===== config.mk =====
export PLATFORM = sky130hd
export DESIGN_NAME = shmem_irq_ctrl
export DESIGN_NICKNAME = d
export VERILOG_FILES = /design/src/rtl/shmem_irq_pkg.sv /design/src/rtl/acr_ram.sv /design/src/rtl/irq_decide.sv /design/src/rtl/irq_addr_fifo.sv /design/src/rtl/shmem_irq_ctrl.sv
export SDC_FILE = /design/constraint.sdc
export NUM_CORES = 1
export LEC_CHECK = 0
export ABC_AREA = 1
export BUFFER_PORTS_ARGS = -buffer_cell sky130_fd_sc_hd__buf_2
export CELL_PAD_IN_SITES_DETAIL_PLACEMENT = 0
export CELL_PAD_IN_SITES_GLOBAL_PLACEMENT = 2
export CORE_MARGIN = 2
export CORE_UTILIZATION = 40
export CTS_BUF_LIST = sky130_fd_sc_hd__clkbuf_16
export CTS_CLUSTER_DIAMETER = 60
export DETAILED_ROUTE_END_ITERATION = 8
export HOLD_SLACK_MARGIN = 0.06
export PLACE_DENSITY = 0.75
export SYNTH_ARGS = -nofsm -noshare
export SYNTH_HDL_FRONTEND = slang
export SYNTH_SLANG_ARGS = --single-unit

===== constraint.sdc =====
create_clock -name clk -period 3 [get_ports clk]
set_input_delay 0.15 -clock clk [delete_from_list [all_inputs] [get_ports clk]]
set_output_delay 0.15 -clock clk [all_outputs]
set_load 0.02 [all_outputs]

===== src/rtl/shmem_irq_pkg.sv =====
package shmem_irq_pkg;
  typedef struct packed {
    logic tx_en;
    logic rx_en;
  } acr_t;
endpackage


===== src/rtl/acr_ram.sv =====
module acr_ram
  import shmem_irq_pkg::*;
#(
  parameter int AW = 6
) (
  input  logic          clk,
  input  logic          rst_n,
  input  logic          wr_en,
  input  logic [AW-1:0] wr_addr,
  input  acr_t          wr_data,
  input  logic [AW-1:0] tx_raddr,
  output acr_t          tx_entry,
  input  logic [AW-1:0] rx_raddr,
  output acr_t          rx_entry
);
  localparam int WORDS = 1 << AW;

  acr_t mem [WORDS];

  always_ff @(posedge clk) begin
    if (!rst_n) begin
      for (int i = 0; i < WORDS; i++) mem[i] <= '0;
    end else if (wr_en) begin
      mem[wr_addr] <= wr_data;
    end
  end

  assign tx_entry = mem[tx_raddr];
  assign rx_entry = mem[rx_raddr];

  p_write_lands_r10: assert property (@(posedge clk) disable iff (!rst_n)
    wr_en |=> mem[$past(wr_addr)] == $past(wr_data));
endmodule


===== src/rtl/irq_decide.sv =====
module irq_decide
  import shmem_irq_pkg::*;
(
  input  logic clk,
  input  logic rst_n,
  input  logic net_irq_en,
  input  logic tx_force,
  input  logic rx_force,
  input  logic mask_match_en,
  input  logic own_accept,
  input  logic own_irq,
  input  logic filter_en,
  input  logic tx_valid,
  input  acr_t tx_entry,
  input  logic rx_valid,
  input  acr_t rx_entry,
  input  logic rx_irq,
  input  logic rx_own,
  input  logic rx_same,
  output logic tx_irq_flag,
  output logic rx_mem_we,
  output logic rx_push
);
  logic accepted, eligible, own_ok;

  always_comb begin
    tx_irq_flag = tx_valid && net_irq_en && (tx_force || tx_entry.tx_en);
    accepted    = rx_valid && (!rx_own || own_accept);
    own_ok      = !rx_own || own_irq;
    eligible    = rx_force || rx_entry.rx_en;
    rx_push     = accepted && rx_irq && eligible && mask_match_en && own_ok;
    rx_mem_we   = accepted && !(filter_en && rx_same && !rx_irq);
  end

  p_tx_needs_enable_r1: assert property (@(posedge clk) disable iff (!rst_n)
    tx_irq_flag |-> net_irq_en && tx_valid);
  p_push_needs_eligible_r2: assert property (@(posedge clk) disable iff (!rst_n)
    rx_push |-> rx_force || rx_entry.rx_en);
  p_push_needs_mask_r3: assert property (@(posedge clk) disable iff (!rst_n)
    rx_push |-> mask_match_en && rx_irq && rx_valid);
  p_own_gate_r4: assert property (@(posedge clk) disable iff (!rst_n)
    (rx_valid && rx_own && !own_accept) |-> !rx_push && !rx_mem_we);
  p_irq_bypass_filter_r5: assert property (@(posedge clk) disable iff (!rst_n)
    (rx_valid && rx_irq && (!rx_own || own_accept)) |-> rx_mem_we);
endmodule


===== src/rtl/irq_addr_fifo.sv =====
module irq_addr_fifo #(
  parameter int W     = 6,
  parameter int DEPTH = 16
) (
  input  logic         clk,
  input  logic         rst_n,
  input  logic         push,
  input  logic [W-1:0] push_data,
  input  logic         pop_ready,
  output logic         out_valid,
  output logic [W-1:0] out_data,
  output logic         drop
);
  localparam int PW = (DEPTH > 1) ? $clog2(DEPTH) : 1;
  localparam int CW = $clog2(DEPTH + 1);
  localparam logic [PW-1:0] LAST = PW'(DEPTH - 1);
  localparam logic [CW-1:0] FULL = CW'(DEPTH);

  logic [W-1:0]  store [DEPTH];
  logic [PW-1:0] wr_ptr, rd_ptr;
  logic [CW-1:0] count;
  logic          do_pop, do_push, full;

  always_comb begin
    full      = (count == FULL);
    out_valid = (count != '0);
    do_pop    = out_valid && pop_ready;
    do_push   = push && (!full || do_pop);
    drop      = push && full && !do_pop;
    out_data  = out_valid ? store[rd_ptr] : '0;
  end

  always_ff @(posedge clk) begin
    if (!rst_n) begin
      wr_ptr <= '0;
      rd_ptr <= '0;
      count  <= '0;
    end else begin
      if (do_push) begin
        store[wr_ptr] <= push_data;
        wr_ptr <= (wr_ptr == LAST) ? '0 : wr_ptr + 1'b1;
      end
      if (do_pop) rd_ptr <= (rd_ptr == LAST) ? '0 : rd_ptr + 1'b1;
      if (do_push && !do_pop)      count <= count + 1'b1;
      else if (do_pop && !do_push) count <= count - 1'b1;
    end
  end

  p_no_overflow_r6: assert property (@(posedge clk) disable iff (!rst_n)
    count <= FULL);
  p_empty_pop_r7: assert property (@(posedge clk) disable iff (!rst_n)
    (!out_valid && pop_ready && !push) |=> !out_valid);
  p_empty_reads_zero_r7: assert property (@(posedge clk) disable iff (!rst_n)
    !out_valid |-> out_data == '0);
endmodule


===== src/rtl/shmem_irq_ctrl.sv =====
module shmem_irq_ctrl
  import shmem_irq_pkg::*;
#(
  parameter int AW    = 6,
  parameter int DEPTH = 16
) (
  input  logic          clk,
  input  logic          rst_n,
  input  logic          net_irq_en,
  input  logic          tx_force,
  input  logic          rx_force,
  input  logic          mask_match_en,
  input  logic          own_accept,
  input  logic          own_irq,
  input  logic          filter_en,
  input  logic          acr_wr_en,
  input  logic [AW-1:0] acr_wr_addr,
  input  logic [1:0]    acr_wr_data,
  input  logic          tx_valid,
  input  logic [AW-1:0] tx_addr,
  output logic          tx_irq_flag,
  input  logic          rx_valid,
  input  logic [AW-1:0] rx_addr,
  input  logic          rx_irq,
  input  logic          rx_own,
  input  logic          rx_same,
  output logic          rx_mem_we,
  output logic          irq_valid,
  input  logic          irq_ready,
  output logic [AW-1:0] irq_addr,
  output logic          irq_overflow,
  input  logic          ovf_clear,
  output logic          host_irq
);
  acr_t tx_entry, rx_entry;
  logic rx_push, drop;

  acr_ram #(.AW(AW)) u_acr (
    .clk(clk), .rst_n(rst_n),
    .wr_en(acr_wr_en), .wr_addr(acr_wr_addr), .wr_data(acr_t'(acr_wr_data)),
    .tx_raddr(tx_addr), .tx_entry(tx_entry),
    .rx_raddr(rx_addr), .rx_entry(rx_entry)
  );

  irq_decide u_dec (
    .clk(clk), .rst_n(rst_n),
    .net_irq_en(net_irq_en), .tx_force(tx_force), .rx_force(rx_force),
    .mask_match_en(mask_match_en), .own_accept(own_accept), .own_irq(own_irq),
    .filter_en(filter_en),
    .tx_valid(tx_valid), .tx_entry(tx_entry),
    .rx_valid(rx_valid), .rx_entry(rx_entry), .rx_irq(rx_irq),
    .rx_own(rx_own), .rx_same(rx_same),
    .tx_irq_flag(tx_irq_flag), .rx_mem_we(rx_mem_we), .rx_push(rx_push)
  );

  irq_addr_fifo #(.W(AW), .DEPTH(DEPTH)) u_fifo (
    .clk(clk), .rst_n(rst_n),
    .push(rx_push), .push_data(rx_addr),
    .pop_ready(irq_ready),
    .out_valid(irq_valid), .out_data(irq_addr),
    .drop(drop)
  );

  always_ff @(posedge clk) begin
    if (!rst_n)         irq_overflow <= 1'b0;
    else if (drop)      irq_overflow <= 1'b1;
    else if (ovf_clear) irq_overflow <= 1'b0;
  end

  assign host_irq = irq_valid && net_irq_en;

  p_drop_sets_ovf_r8: assert property (@(posedge clk) disable iff (!rst_n)
    drop |=> irq_overflow);
  p_host_irq_r9: assert property (@(posedge clk) disable iff (!rst_n)
    host_irq |-> irq_valid && net_irq_en);
endmodule


; ---- Word-level counts from Yosys, hierarchy flattened
; Memories as Yosys holds them, arrays and structs flattened. A register that Yosys moved wholly into a read port is not among the register bits.
; Index checks and enable logic that the tools add are counted.
[word_totals]
mem_count = 2
register_bits = 14
input_bits = 37
ram_bits = 224
output_inout_bits = 11
[classes]
add_sub_neg = 4
mux = 19
n_reduce_logical = 32
eq_ne = 3
[mem_list]
columns = memory, words, width, read_ports, rd_ports_with_merged_regs, write_ports, line_no
row1 = u_acr.mem, 64, 2, 2, 0, 64, acr_ram.sv:18  ; acr_t mem [WORDS];
row2 = u_fifo.store, 16, 6, 1, 1, 1, irq_addr_fifo.sv:19  ; logic [W-1:0] store [DEPTH];
[ops]
columns = op, count
row1 = $logic_and 1x1->1, 17
row2 = $mux 4, 4
row3 = $mux 6, 2
row4 = $mux 1, 10
row5 = $mux 5, 2
row6 = $add 4x1->4 const B, 2
row7 = $eq 4x4->1 const B, 2
row8 = $logic_not 1->1, 6
row9 = $add 5x1->5 const B, 1
row10 = $eq 5x5->1 const B, 1
row11 = $logic_or 1x1->1, 5
row12 = $reduce_bool 5->1, 1
row13 = $sub 5x1->5 const B, 1
row14 = $reduce_bool 2->1, 2
row15 = $mux 2, 1
row16 = $reduce_or 2->1, 1

; ---- Longest topological paths before layout
; Gate-level depths: netlist (run 1).
[depth]
depth_word = 12
mapped_depth = 24

; ---- By module
; From an unflattened synthesis (run 1), not the netlist that was laid out.
[unflattened]
hier_cells = 1523
area_unflattened_um2 = 12644.6
[by_module_without_submodules]
columns = mod, area_per_inst_um2, n_inst, cells_per_inst, seq_area_each_um2
row1 = acr_ram, 7708.6, 1, 1041, 3843.7
row2 = irq_addr_fifo, 4818.4, 1, 457, 3223.1
row3 = irq_decide, 66.3, 1, 17, 0.0
row4 = shmem_irq_ctrl, 51.3, 1, 8, 20.0

; ---- Worst setup path after synthesis (run 1)
; Ideal clock, no wire load.
[synth_timing]
kind = reg-to-reg
start = register u_fifo.count[3]
end = register u_fifo.count[4]
n_path_buf = 0
path_stages_with_launch = 17
synth_period_minus_slack_ns = 2.740
t_required_ns = 2.881
setup_slack_ns = 0.260
arrival_ns = 2.620
cell_sequence = dfxtp_1 -> nor4_1 -> inv_1 -> nor2_1 -> inv_1 -> nand2_1 -> ha_1 -> inv_1 -> ha_1 -> nand2_1 -> nor2_1 -> a211oi_1 -> nand2_1 -> nand2_1 -> nor2_1 -> o21ai_0 -> a21oi_1
[synth_between]
elab_chain_cells = 7
elab_cells_between_ends = 15
cone_classes = add/sub (2) / eq/ne (1) / mux (2) / reduce/logical (10)
[synth_rtl]
columns = element, line_no
row1 = from (decl), irq_addr_fifo.sv:21  ; logic [CW-1:0] count;
row2 = from (signal assigned), irq_addr_fifo.sv:44  ; if (do_push && !do_pop) count <= count + 1'b1;
row3 = from (signal assigned), irq_addr_fifo.sv:45  ; else if (do_pop && !do_push) count <= count - 1'b1;
row4 = $reduce_bool 5->1 (*), irq_addr_fifo.sv:26  ; out_valid = (count != '0);
row5 = net irq_valid, shmem_irq_ctrl.sv:28  ; output logic irq_valid,
row6 = $logic_and 1x1->1 (*), irq_addr_fifo.sv:27  ; do_pop = out_valid && pop_ready;
row7 = $logic_or 1x1->1, irq_addr_fifo.sv:28  ; do_push = push && (!full || do_pop);
row8 = $logic_and 1x1->1, irq_addr_fifo.sv:28
row9 = $logic_not 1->1, irq_addr_fifo.sv:45
row10 = $logic_and 1x1->1, irq_addr_fifo.sv:45
row11 = $reduce_bool 2->1 (no line), --
; The timed path passes the listed nets; every way through them passes the cells marked *. The select of a mux whose other input is x is not followed.
; A chain may end at the register's enable or synchronous reset.

; ---- Final worst setup path (run 1)
[layout_timing]
start = input rx_addr[2]
end = register u_fifo.count[4]
[layout_between]
elab_chain_cells = 9
elab_cells_between_ends = 11
cone_classes = mux (1) / reduce/logical (9) / memory (1)
[layout_rtl]
columns = element, line_no
row1 = from (decl), shmem_irq_ctrl.sv:23  ; input logic [AW-1:0] rx_addr,
row2 = $mem_v2 64x2 (*), --
row3 = $logic_or 1x1->1 (*), irq_decide.sv:30  ; eligible = rx_force || rx_entry.rx_en;
row4 = $logic_and 1x1->1 (*) (3 in a row), irq_decide.sv:31  ; rx_push = accepted && rx_irq && eligible && mask_match_en && own_ok;
row5 = $logic_and 1x1->1 (*), irq_addr_fifo.sv:28
row6 = $logic_not 1->1, irq_addr_fifo.sv:45
row7 = $logic_and 1x1->1, irq_addr_fifo.sv:45
row8 = $reduce_bool 2->1 (no line), --
; Mark *: on every way between the ends. The rest lies on a longest branch, timed or not.

==> metrics.txt, run 1 <==
status=complete, no violations; fin nets=1268; Yosys top cell by area=edfxtp_1; DR vias=8386; Area Growth Syn to Fin=17.8%; post-synthesis mux area share=0%; hold depth=2; clock tree from TritonCTS=built; Mapped Cells=1133; Via density=5.17; CTS clock-pin slew for the worst setup and hold paths=0.06 ns; Port Buffer Count=47; Slew Limit Headroom=38.3%; Routed WL per cell=19.3 um; Critical Path RT=3.49 ns; top post-synthesis cells by area=edfxtp_1 60%, nor2_1 8.3%, nand2_1 8.0%; synthesized flop and latch total=roughly 240; CP Launch Type=input pin; Critical Path Fanout Max=8; post-route cell area=~0.013 mm^2; Setup CP Type=in -> reg; worst min path class=in -> reg; count leader, synth=nor2_1; Final Max Tran Viols=0; die width=~170 um; area share of the largest cell type after synthesis=60.4%; Worst-Margin Slew=0.925 ns; skew final=0.0266 ns; most frequent cells after synthesis=245 x nor2_1, 236 x nand2_1, 224 x edfxtp_1; antenna violations before repair=0; Post-Syn Nets=1180; Setup Fix Bufs, Post-CTS=0; Synth Area in Simple Gates=22.4%; Async S/R FF share, synth=0%; Final Hold Fails=0; Critical Path, Cell by Cell=dlygate4sd3_1 -> buf_2 -> clkinvlp_4 -> nand3_1 -> nand3_1 -> nand2_1 -> nand2_1 -> nand3_2 -> nand3_4 -> nand3_2 -> inv_1 -> ha_2 -> fa_1 -> nor2_1 -> a211oi_2 -> nand2_1 -> nand2_1 -> nor2_1 -> o21ai_0 -> a21oi_1; later-pin clock latency in the skew report=0.57 ns; DR iter-0 viols=611; Synth Flop Type=edfxtp_1; I/O pin cnt=48; RSZ-0062 raised after global routing=no; Die Y=171 um; Post-Syn Area=0.0111 mm^2; site row count=61; Num CTS Buffers=29; xor/xnor cell area share of the yosys netlist=0.393%; WHS Endpoint=u_fifo.store[11][0]$_DFFE_PP_; pin count of the biggest net entering global routing=72; compound-cell area share of the yosys netlist=7.93%; warnings from Yosys=0; H-tree depth=1; worst vdd ir=0.351 mV; sequential area share after synthesis=63.7%; placed inst area=~0.012 mm^2; Critical R2R Capture=u_fifo.count[4]$_SDFFE_PN0P_; Power Density=688 mW/mm^2; Antenna Cells=0; EDFF count, synth=224; Final Cycle Share=around 91%; gpl congestion=0.780; share of cells above drive strength 1=13.8%; die footprint=between 0.02 and 0.03 mm^2; Avg Cell Area, Syn=9.83 um^2; Slowest cell on crit path=dlygate4sd3_1; DRC Markers=0; MaxCap Viol Count=0; placed cells=1561; post-synthesis adder-cell area fraction=1.19%; Tmin final=2.72 ns; post-DP HPWL=21300 um; initial core utilization=40.3%; Worst Hold Launch=rx_addr[0]; CORE AREA=0.0276 mm^2; cell depth of the worst flop-to-flop path=20; Max stage delay on crit path=0.52 ns; final cell count without fillers=between 1500 and 2000; first-pass GRT wire length=approximately 48000 um; final WL=between 30000 and 40000 um; final setup fails=0; Peak Freq=368 MHz; Yosys cell types=32; Longest Clk Path Bufs=3; Remaining Overflow, GRT=0; Critical Path Sink Type=flip-flop; vias in the first global route=7940; largest family of logic cells by synthesized area=simple AND/OR/NAND/NOR gates; Root Buffer=clkbuf_16; gr usage total=21.9%; P_leak=0.00501 uW; most used cell, CP=nand2_1; WP data arrival=~3.2 ns; antenna viol nets, final=0; clock sink count=242; reg-to-reg critical path startpoint=u_acr.mem[53][0]$_SDFFCE_PN0P_; DRT Pass-1 Iters=8; reg2reg setup slack=0.32 ns
how the worst max path moves through the flow:
stage,from,slack [ns],depth (start not counted),to
floorplan,u_fifo.count[3]$_SDFFE_PN0P_,0.26,16,u_fifo.count[4]$_SDFFE_PN0P_
global placement,rx_addr[2],0.002,20,u_fifo.count[4]$_SDFFE_PN0P_
detailed placement,rx_addr[2],-0.007,20,u_fifo.count[4]$_SDFFE_PN0P_
CTS,rx_addr[2],0.02,21,u_fifo.count[3]$_SDFFE_PN0P_
global route,u_acr.mem[46][0]$_SDFFCE_PN0P_,0.008,21,u_fifo.count[4]$_SDFFE_PN0P_
finish,rx_addr[2],0.28,20,u_fifo.count[4]$_SDFFE_PN0P_
logic make-up after synthesis:
| group | after synthesis |
|---|---|
| fa+ha+maj | 10 |
| buf+inv | 115 |
| simple gates | 603 |
| flops | 242 |
| xor+xnor | 5 |
| compound gates | 158 |
power by group:
part | switching, uW | internal, uW
Clock | 1430 | 2030
Sequential | 80.5 | 3830
Combinational | 1100 | 552
critical path, delay by kind of cell:
kind | cells | cell delay (ns)
adder cells (fa/ha/maj) | 2 | 0.68
AND/OR/NAND/NOR | 11 | 1.07
buffers and inverters | 4 | 1.01
AO/OA/AOI/OAI | 3 | 0.30
registers in the layout, indices dropped and copies added, names as in the netlist, named ones only:
signal / cells
u_fifo.count: 5
u_acr.mem: 128
u_fifo.store: 96
u_fifo.rd_ptr: 4
u_fifo.wr_ptr: 4
irq_overflow: 1
routing by layer:
| layer | share of wire (%) | GRT usage (%) | vias to the layer above |
|---|---|---|---|
| li1 | - | - | 4114 |
| met1 | 44 | 29.0 | 4043 |
| met2 | 49 | 37.8 | 187 |
| met3 | 4.5 | 2.94 | 42 |
| met4 | 2.3 | 6.01 | 0 |
| met5 | 0 | 0 | - |
stage by stage:
stage          total power, uW  setup TNS (ns)  setup slack [ns]  hold WS [ns]  utilization [%]
2_1_floorplan             5010               0             0.260         0.249                -
3_3_place_gp              5630               0           0.00172         0.411             43.7
3_5_place_dp              5620        -0.00901          -0.00705         0.419             43.7
4_1_cts                   9050               0            0.0221        0.0690             47.4
5_1_grt                   9440               0           0.00762        0.0719             47.5
6_report                  9020               0             0.280        0.0788             47.5
placed cells by master (no fill, tap or decap), drive strengths merged:
cell type and n:
nand4 12, nor3 19, xor2 2, nor4 9, ha 9, xnor2 3, o221ai 12, a21oi 17
dfxtp 18, o22ai 28, fa 1, a31oi 2, nand3 80, clkbuf 29, o211ai 2, clkinv 17
dlygate4sd3 7, bufinv 3, inv 55, nor3b 1, o21ai 95, buf 113, nor2 245, clkinvlp 2
nand2 236, or2 1, a211oi 2, edfxtp 224
area by class of cell:
| class | instances | area [um^2] |
|---|---|---|
| well taps | 378 | 473 |
| flip-flops and latches | 242 | 7090 |
| multi-input cells | 776 | 3570 |
| inverters | 52 | 204 |
| fillers | 2625 | 14500 |
| clock buffers | 29 | 726 |
| repair buffers | 120 | 838 |
| clock inverters | 25 | 221 |
timing repair:
item                       4_1_cts  5_1_grt
hold endpoints to repair        19        0
hold buffers                     7        0
setup endpoints to repair        0        2
resized for setup                0        5
(Power assumes the default switching activity.)
==> run 2, diff against run 1 <==
- CELL_PAD_IN_SITES_DETAIL_PLACEMENT: 0 -> 1
- CELL_PAD_IN_SITES_GLOBAL_PLACEMENT: 2 -> 1
- CORE_UTILIZATION: 40 -> 45
- PLACE_DENSITY: 0.75 -> 0.71
==> run 2 against run 1 <==
Compared with the run above:
- sequential power hardly changed
- count of clock-buffer cells in the layout is 2 lower
- first-iteration DRC count is 0.82% lower
==> metrics.txt, run 2 (synthesis results as in run 1) <==
status=complete, no violations; Reg power frac=45.8%; fin nets=1255; Setup CP Type=reg -> reg; M3 GR Usage=about 3.1%; P_leak=0.00491 uW; WP data arrival=3.23 ns; post-route cell area=0.0128 mm^2; DRC Markers=0; gpl congestion=0.770; WHS Endpoint=u_fifo.store[2][0]$_DFFE_PP_; Pint=5970 uW; H-tree depth=1; worst min path class=in -> reg; Die Y=about 160 um; DR iter-0 viols=606; clock tree from TritonCTS=built; later-pin clock latency in the skew report=0.54 ns; Top reg by flops=u_acr.mem; Port Buffer Count=47; Critical Path Fanout Max=4; Final Cycle Share=93.3%; gr busiest metal=met2; met2 usage=between 40% and 50%; clock sink count=242; final setup fails=0; final core occ=52.5%; Power Density=669 mW/mm^2; Critical Path Sink Type=flip-flop; share of cells above drive strength 1=12.7%; hold depth=2; most common cell after layout, fill and taps aside=nor2_1; pin count of the biggest net entering global routing=65; initial core utilization=a little under half; placed inst area=between 0.01 and 0.015 mm^2; die footprint=0.0260 mm^2; Peak Freq=357 MHz; skew final=0.0106 ns; Critical R2R Capture=u_fifo.count[3]$_SDFFE_PN0P_; antenna violations before repair=0; Top Registers=u_acr.mem (128), u_fifo.store (96), u_fifo.count (5); DR vias=8638; CTS clock-pin slew for the worst setup and hold paths=0.06 ns; max reg flops=128; site row count=57; Worst-Margin Slew=0.895 ns; Routed WL per cell=21.4 um; Final Max Tran Viols=0; MaxCap Viol Count=0; CORE AREA=between 0.02 and 0.025 mm^2; I/O pin cnt=48; multi-input logic area=0.00358 mm^2; vias in the first global route=roughly 9100; reg-to-reg critical path startpoint=u_acr.mem[34][0]$_SDFFCE_PN0P_; commonest cells after routing, fill and taps aside=245 x nor2_1, 235 x nand2_1, 224 x edfxtp_1; Setup Fix Bufs, Post-CTS=0; antenna viol nets, final=0; Root Buffer=clkbuf_16; first-pass GRT wire length=51200 um; worst vdd ir=0.411 mV; Sw Share=between 30% and 40%; Critical Path RT=3.43 ns; Via density=5.58; reg2reg setup slack=0.20 ns; Longest Clk Path Bufs=3; Remaining Overflow, GRT=0; DRT Pass-1 Iters=5; Num CTS Buffers=27; Tmin final=2.80 ns; Worst Hold Launch=rx_addr[0]; post-DP HPWL=roughly 22000 um; CP Launch Type=flip-flop; Slew Limit Headroom=40.1%; register area=0.00709 mm^2; die width=161 um; Final Hold Fails=0; final WL=33100 um; switching power=2570 uW; Clock power frac=between 30% and 40%; Area Growth Syn to Fin=14.7%; cell depth of the worst flop-to-flop path=19; met1 global-route usage=about 32%; gr usage total=25.7%; combinational power share=19.8%; fill count=2740; Antenna Cells=0
-- run 2: cell count changes in the layout (fill, tap and decap cells not counted), moves of 2 or more --
cell,delta
clkinvlp_4,-2
bufinv_16,-3
clkbuf_16,-2
inv_1,+8
clkinv_1,-7
buf_4,-7
clkinv_2,-2
dlygate4sd3_1,-3
-- run 2: layout make-up --
cell class	count	share of cell area, %
Multi-Input combinational cell	776	28.0
Clock inverter	18	0.656
Tap cell	324	3.17
Clock buffer	27	5.29
Timing Repair Buffer	109	5.78
Sequential cell	242	55.5
Inverter	52	1.57
-- run 2: metrics by stage --
stage	setup slack, ns	total power, uW	std cells	hold slack (ns)	setup TNS, ns
floorplan	0.260	5010	1133	0.249	0
global placement	0.113	5570	1499	0.409	0
detailed placement	-0.00857	5630	1499	0.419	-0.00857
CTS	0.134	8560	1548	0.0663	0
global route	-0.0305	8910	1548	0.0875	-0.0305
finish	0.201	8540	1548	0.0914	0
-- run 2: metal layers --
| layer | share of wire, % | routed length, um |
|---|---|---|
| met5 | 0 | 0 |
| met4 | 2.5 | 819 |
| met1 | 42 | 14000 |
| met2 | 51 | 16900 |
| met3 | 4.4 | 1440 |
-- run 2: power groups by stage --
stage                     clock network [uW]  registers, uW  logic [uW]
after floorplan                            0           3950        1060
after global placement                     0           3980        1600
after detailed placement                   0           3980        1650
after CTS                               2970           3910        1670
after global routing                    3100           3930        1880
final                                   2930           3920        1690
-- run 2: how the worst max path moves through the flow --
stage                                         startpoint                           end
after floorplan             u_fifo.count[3]$_SDFFE_PN0P_  u_fifo.count[4]$_SDFFE_PN0P_
after global placement                        rx_addr[0]  u_fifo.count[4]$_SDFFE_PN0P_
after detailed placement                      rx_addr[0]  u_fifo.count[4]$_SDFFE_PN0P_
after CTS                   u_fifo.count[3]$_SDFFE_PN0P_  u_fifo.count[4]$_SDFFE_PN0P_
after global routing      u_acr.mem[63][0]$_SDFFCE_PN0P_  u_fifo.count[4]$_SDFFE_PN0P_
final                     u_acr.mem[34][0]$_SDFFCE_PN0P_  u_fifo.count[3]$_SDFFE_PN0P_
-- run 2: worst max-delay path: stages, from the launching register on --
cell      delay (ns)
edfxtp_1        0.42
nand2_1         0.10
nand3_1         0.08
nand3_1         0.10
nand3_1         0.09
nand2_1         0.08
nand2_1         0.06
nand3_2         0.11
nand3_4         0.09
nand3_2         0.08
inv_1           0.07
ha_1            0.21
inv_1           0.12
ha_1            0.30
nand2_1         0.08
nor2_1          0.05
a211oi_1        0.27
xnor2_1         0.15
o21ai_0         0.18
inv_1           0.05
-- run 2: what timing repair did --
action | in CTS | in global routing
hold endpoints to repair | 7 | 0
hold buffers | 4 | 0
resized for setup | 0 | 7
endpoints found under the setup margin | 0 | 2
==> run 3, diff against run 2 <==
- CORE_ASPECT_RATIO: default -> 1.2
- CTS_CLUSTER_SIZE: default -> 25
- SLEW_MARGIN: default -> 20
==> run 3 against run 2 <==
Compared with the run above:
- cell area is 0.25% lower
- via count shrank 0.27%
- power down 3.3%
- maximum frequency is 1.2% higher
- final cell count down 0.13%
- wire length shrank 2.0%
- count of clock-buffer cells in the layout shrank 8
- clock skew is 0.012 ns higher
==> metrics.txt, run 3 (synthesis results as in run 1) <==
Critical Path, Cell by Cell=dlygate4sd3_1 -> buf_2 -> inv_1 -> buf_4 -> nand3_1 -> nand3_1 -> nand2_2 -> nand2_1 -> nand3_2 -> nand3_4 -> nand3_2 -> inv_2 -> ha_4 -> inv_2 -> ha_1 -> nand2_1 -> nor2_2 -> a211oi_2 -> nand2_1 -> nand2_1 -> nor2_2 -> o21ai_1 -> a21oi_1; Num CTS Buffers=18; post-route cell area=0.0127 mm^2; share of cells above drive strength 1=a little over an eighth; worst min path class=in -> reg; CORE AREA=roughly 0.025 mm^2; Clock power frac=31.9%; most common cell after layout, fill and taps aside=nor2_1; Final Cycle Share=92.2%; Remaining Overflow, GRT=0; Slew Limit Headroom=34.7%; Max stage delay on crit path=0.54 ns; DR vias=8615; first-pass GRT wire length=~50000 um; DRT Pass-1 Iters=5; WP data arrival=3.16 ns; Antenna Cells=0; CTS clock-pin slew for the worst setup and hold paths=0.09 ns; placed inst area=between 0.01 and 0.015 mm^2; commonest cells after routing, fill and taps aside=243 x nor2_1, 234 x nand2_1, 224 x edfxtp_1; vias in the first global route=8993; Longest Clk Path Bufs=3; Area Growth Syn to Fin=14.4%; Worst-Margin Slew=0.980 ns; multi-input logic area=0.00360 mm^2; H-tree depth=1; final setup fails=0; placed cells=1508; later-pin clock latency in the skew report=0.52 ns; Tmin final=2.77 ns; Critical Path RT=3.40 ns; CP Launch Type=input pin; antenna viol nets, final=0; combinational power share=20.8%; Sw Share=between 30% and 40%; clock sink count=242; Setup CP Type=in -> reg; post-DP HPWL=22000 um; clock tree from TritonCTS=built; DR iter-0 viols=619; die footprint=around 0.026 mm^2; Tot Pwr=8260 uW; Final Max Tran Viols=0; Critical Path Sink Type=flip-flop; final WL=between 30000 and 40000 um; gpl congestion=0.843; Top Registers=u_acr.mem (128), u_fifo.store (96), u_fifo.count (5); status=complete, no violations; worst vdd ir=0.519 mV; Port Buffer Count=47; pin count of the biggest net entering global routing=76; Critical Path Fanout Max=6; switching power=between 2000 and 3000 uW; Slowest cell on crit path=dlygate4sd3_1; fill count=between 2000 and 3000; Final Hold Fails=0; gr usage total=25.2%; initial core utilization=45.4%; CP delay by family, top=buffers and inverters; Power Density=648 mW/mm^2; Peak Freq=362 MHz; I/O pin cnt=48; site row count=63; max reg flops=~130; register area=0.00709 mm^2; Root Buffer=clkbuf_16; Via density=5.57; Reg power frac=47.3%; setup TNS=0 ns; Pint=5650 uW; worst path bufs/invs=6; Top reg by flops=u_acr.mem; antenna violations before repair=0; most used cell, CP=nand2_1; final core occ=approximately 52%; die width=around 150 um; fin nets=1256; final cell count without fillers=1546; Routed WL per cell=about 21 um; P_leak=0.00485 uW; Die Y=between 150 and 200 um; MaxCap Viol Count=0; skew final=between 0.02 and 0.025 ns; DRC Markers=0
run 3: changes by cell type in the layout (fill, tap and decap cells not counted), sizes merged:
cell | previous run | this run
buf | 104 | 113
clkbuf | 28 | 19
clkinv | 7 | 5
dlygate4sd3 | 4 | 6
inv | 63 | 60
run 3: metal layers:
metal	vias to the layer above	track usage (%)	routed length [um]
li1	4068	-	-
met1	4305	31.3	13100
met2	197	46.9	17400
met3	45	2.64	1380
met4	0	6.29	578
met5	-	0	0
run 3: path summary, 6_finish.rpt:
path / startpoint / end / slack [ns] / cells after the start
setup / recovery: rx_addr[2] / u_fifo.count[4]$_SDFFE_PN0P_ / 0.23 / 23
hold / removal: rx_addr[0] / u_fifo.store[14][0]$_DFFE_PP_ / 0.12 / 2
setup reg to reg: u_acr.mem[24][0]$_SDFFCE_PN0P_ / u_fifo.count[4]$_SDFFE_PN0P_ / 0.25 / 21
hold reg to reg: u_fifo.count[4]$_SDFFE_PN0P_ / u_fifo.count[4]$_SDFFE_PN0P_ / 0.51 / 1
run 3: metrics by stage:
step	setup WS [ns]	hold WS, ns
2_1_floorplan	0.260	0.249
3_3_place_gp	0.0299	0.408
3_5_place_dp	-0.0504	0.415
4_1_cts	0.0647	0.119
5_1_grt	-0.0368	0.127
6_report	0.234	0.123
run 3: cell type report:
cell class,instances,area share [%]
Timing Repair Buffer,119,6.34
Clock inverter,13,1.26
Clock buffer,19,3.73
Inverter,52,1.57
Multi-Input combinational cell,776,28.3
Tap cell,325,3.19
Sequential cell,242,55.6
run 3: timing repair:
action                                  4_1_cts  5_1_grt
hold endpoints to repair                     11        0
setup buffers                                 0        0
hold buffers                                  6        0
endpoints found under the setup margin        0        2
resized for setup                             0       15
run 3: power groups by stage:
stage	clock (uW)	combinational (uW)	sequential [uW]
after floorplan	0	1060	3950
after global routing	2800	1940	3920
after detailed placement	0	1660	3980
after global placement	0	1610	3980
after CTS	2680	1680	3900
final	2630	1720	3910
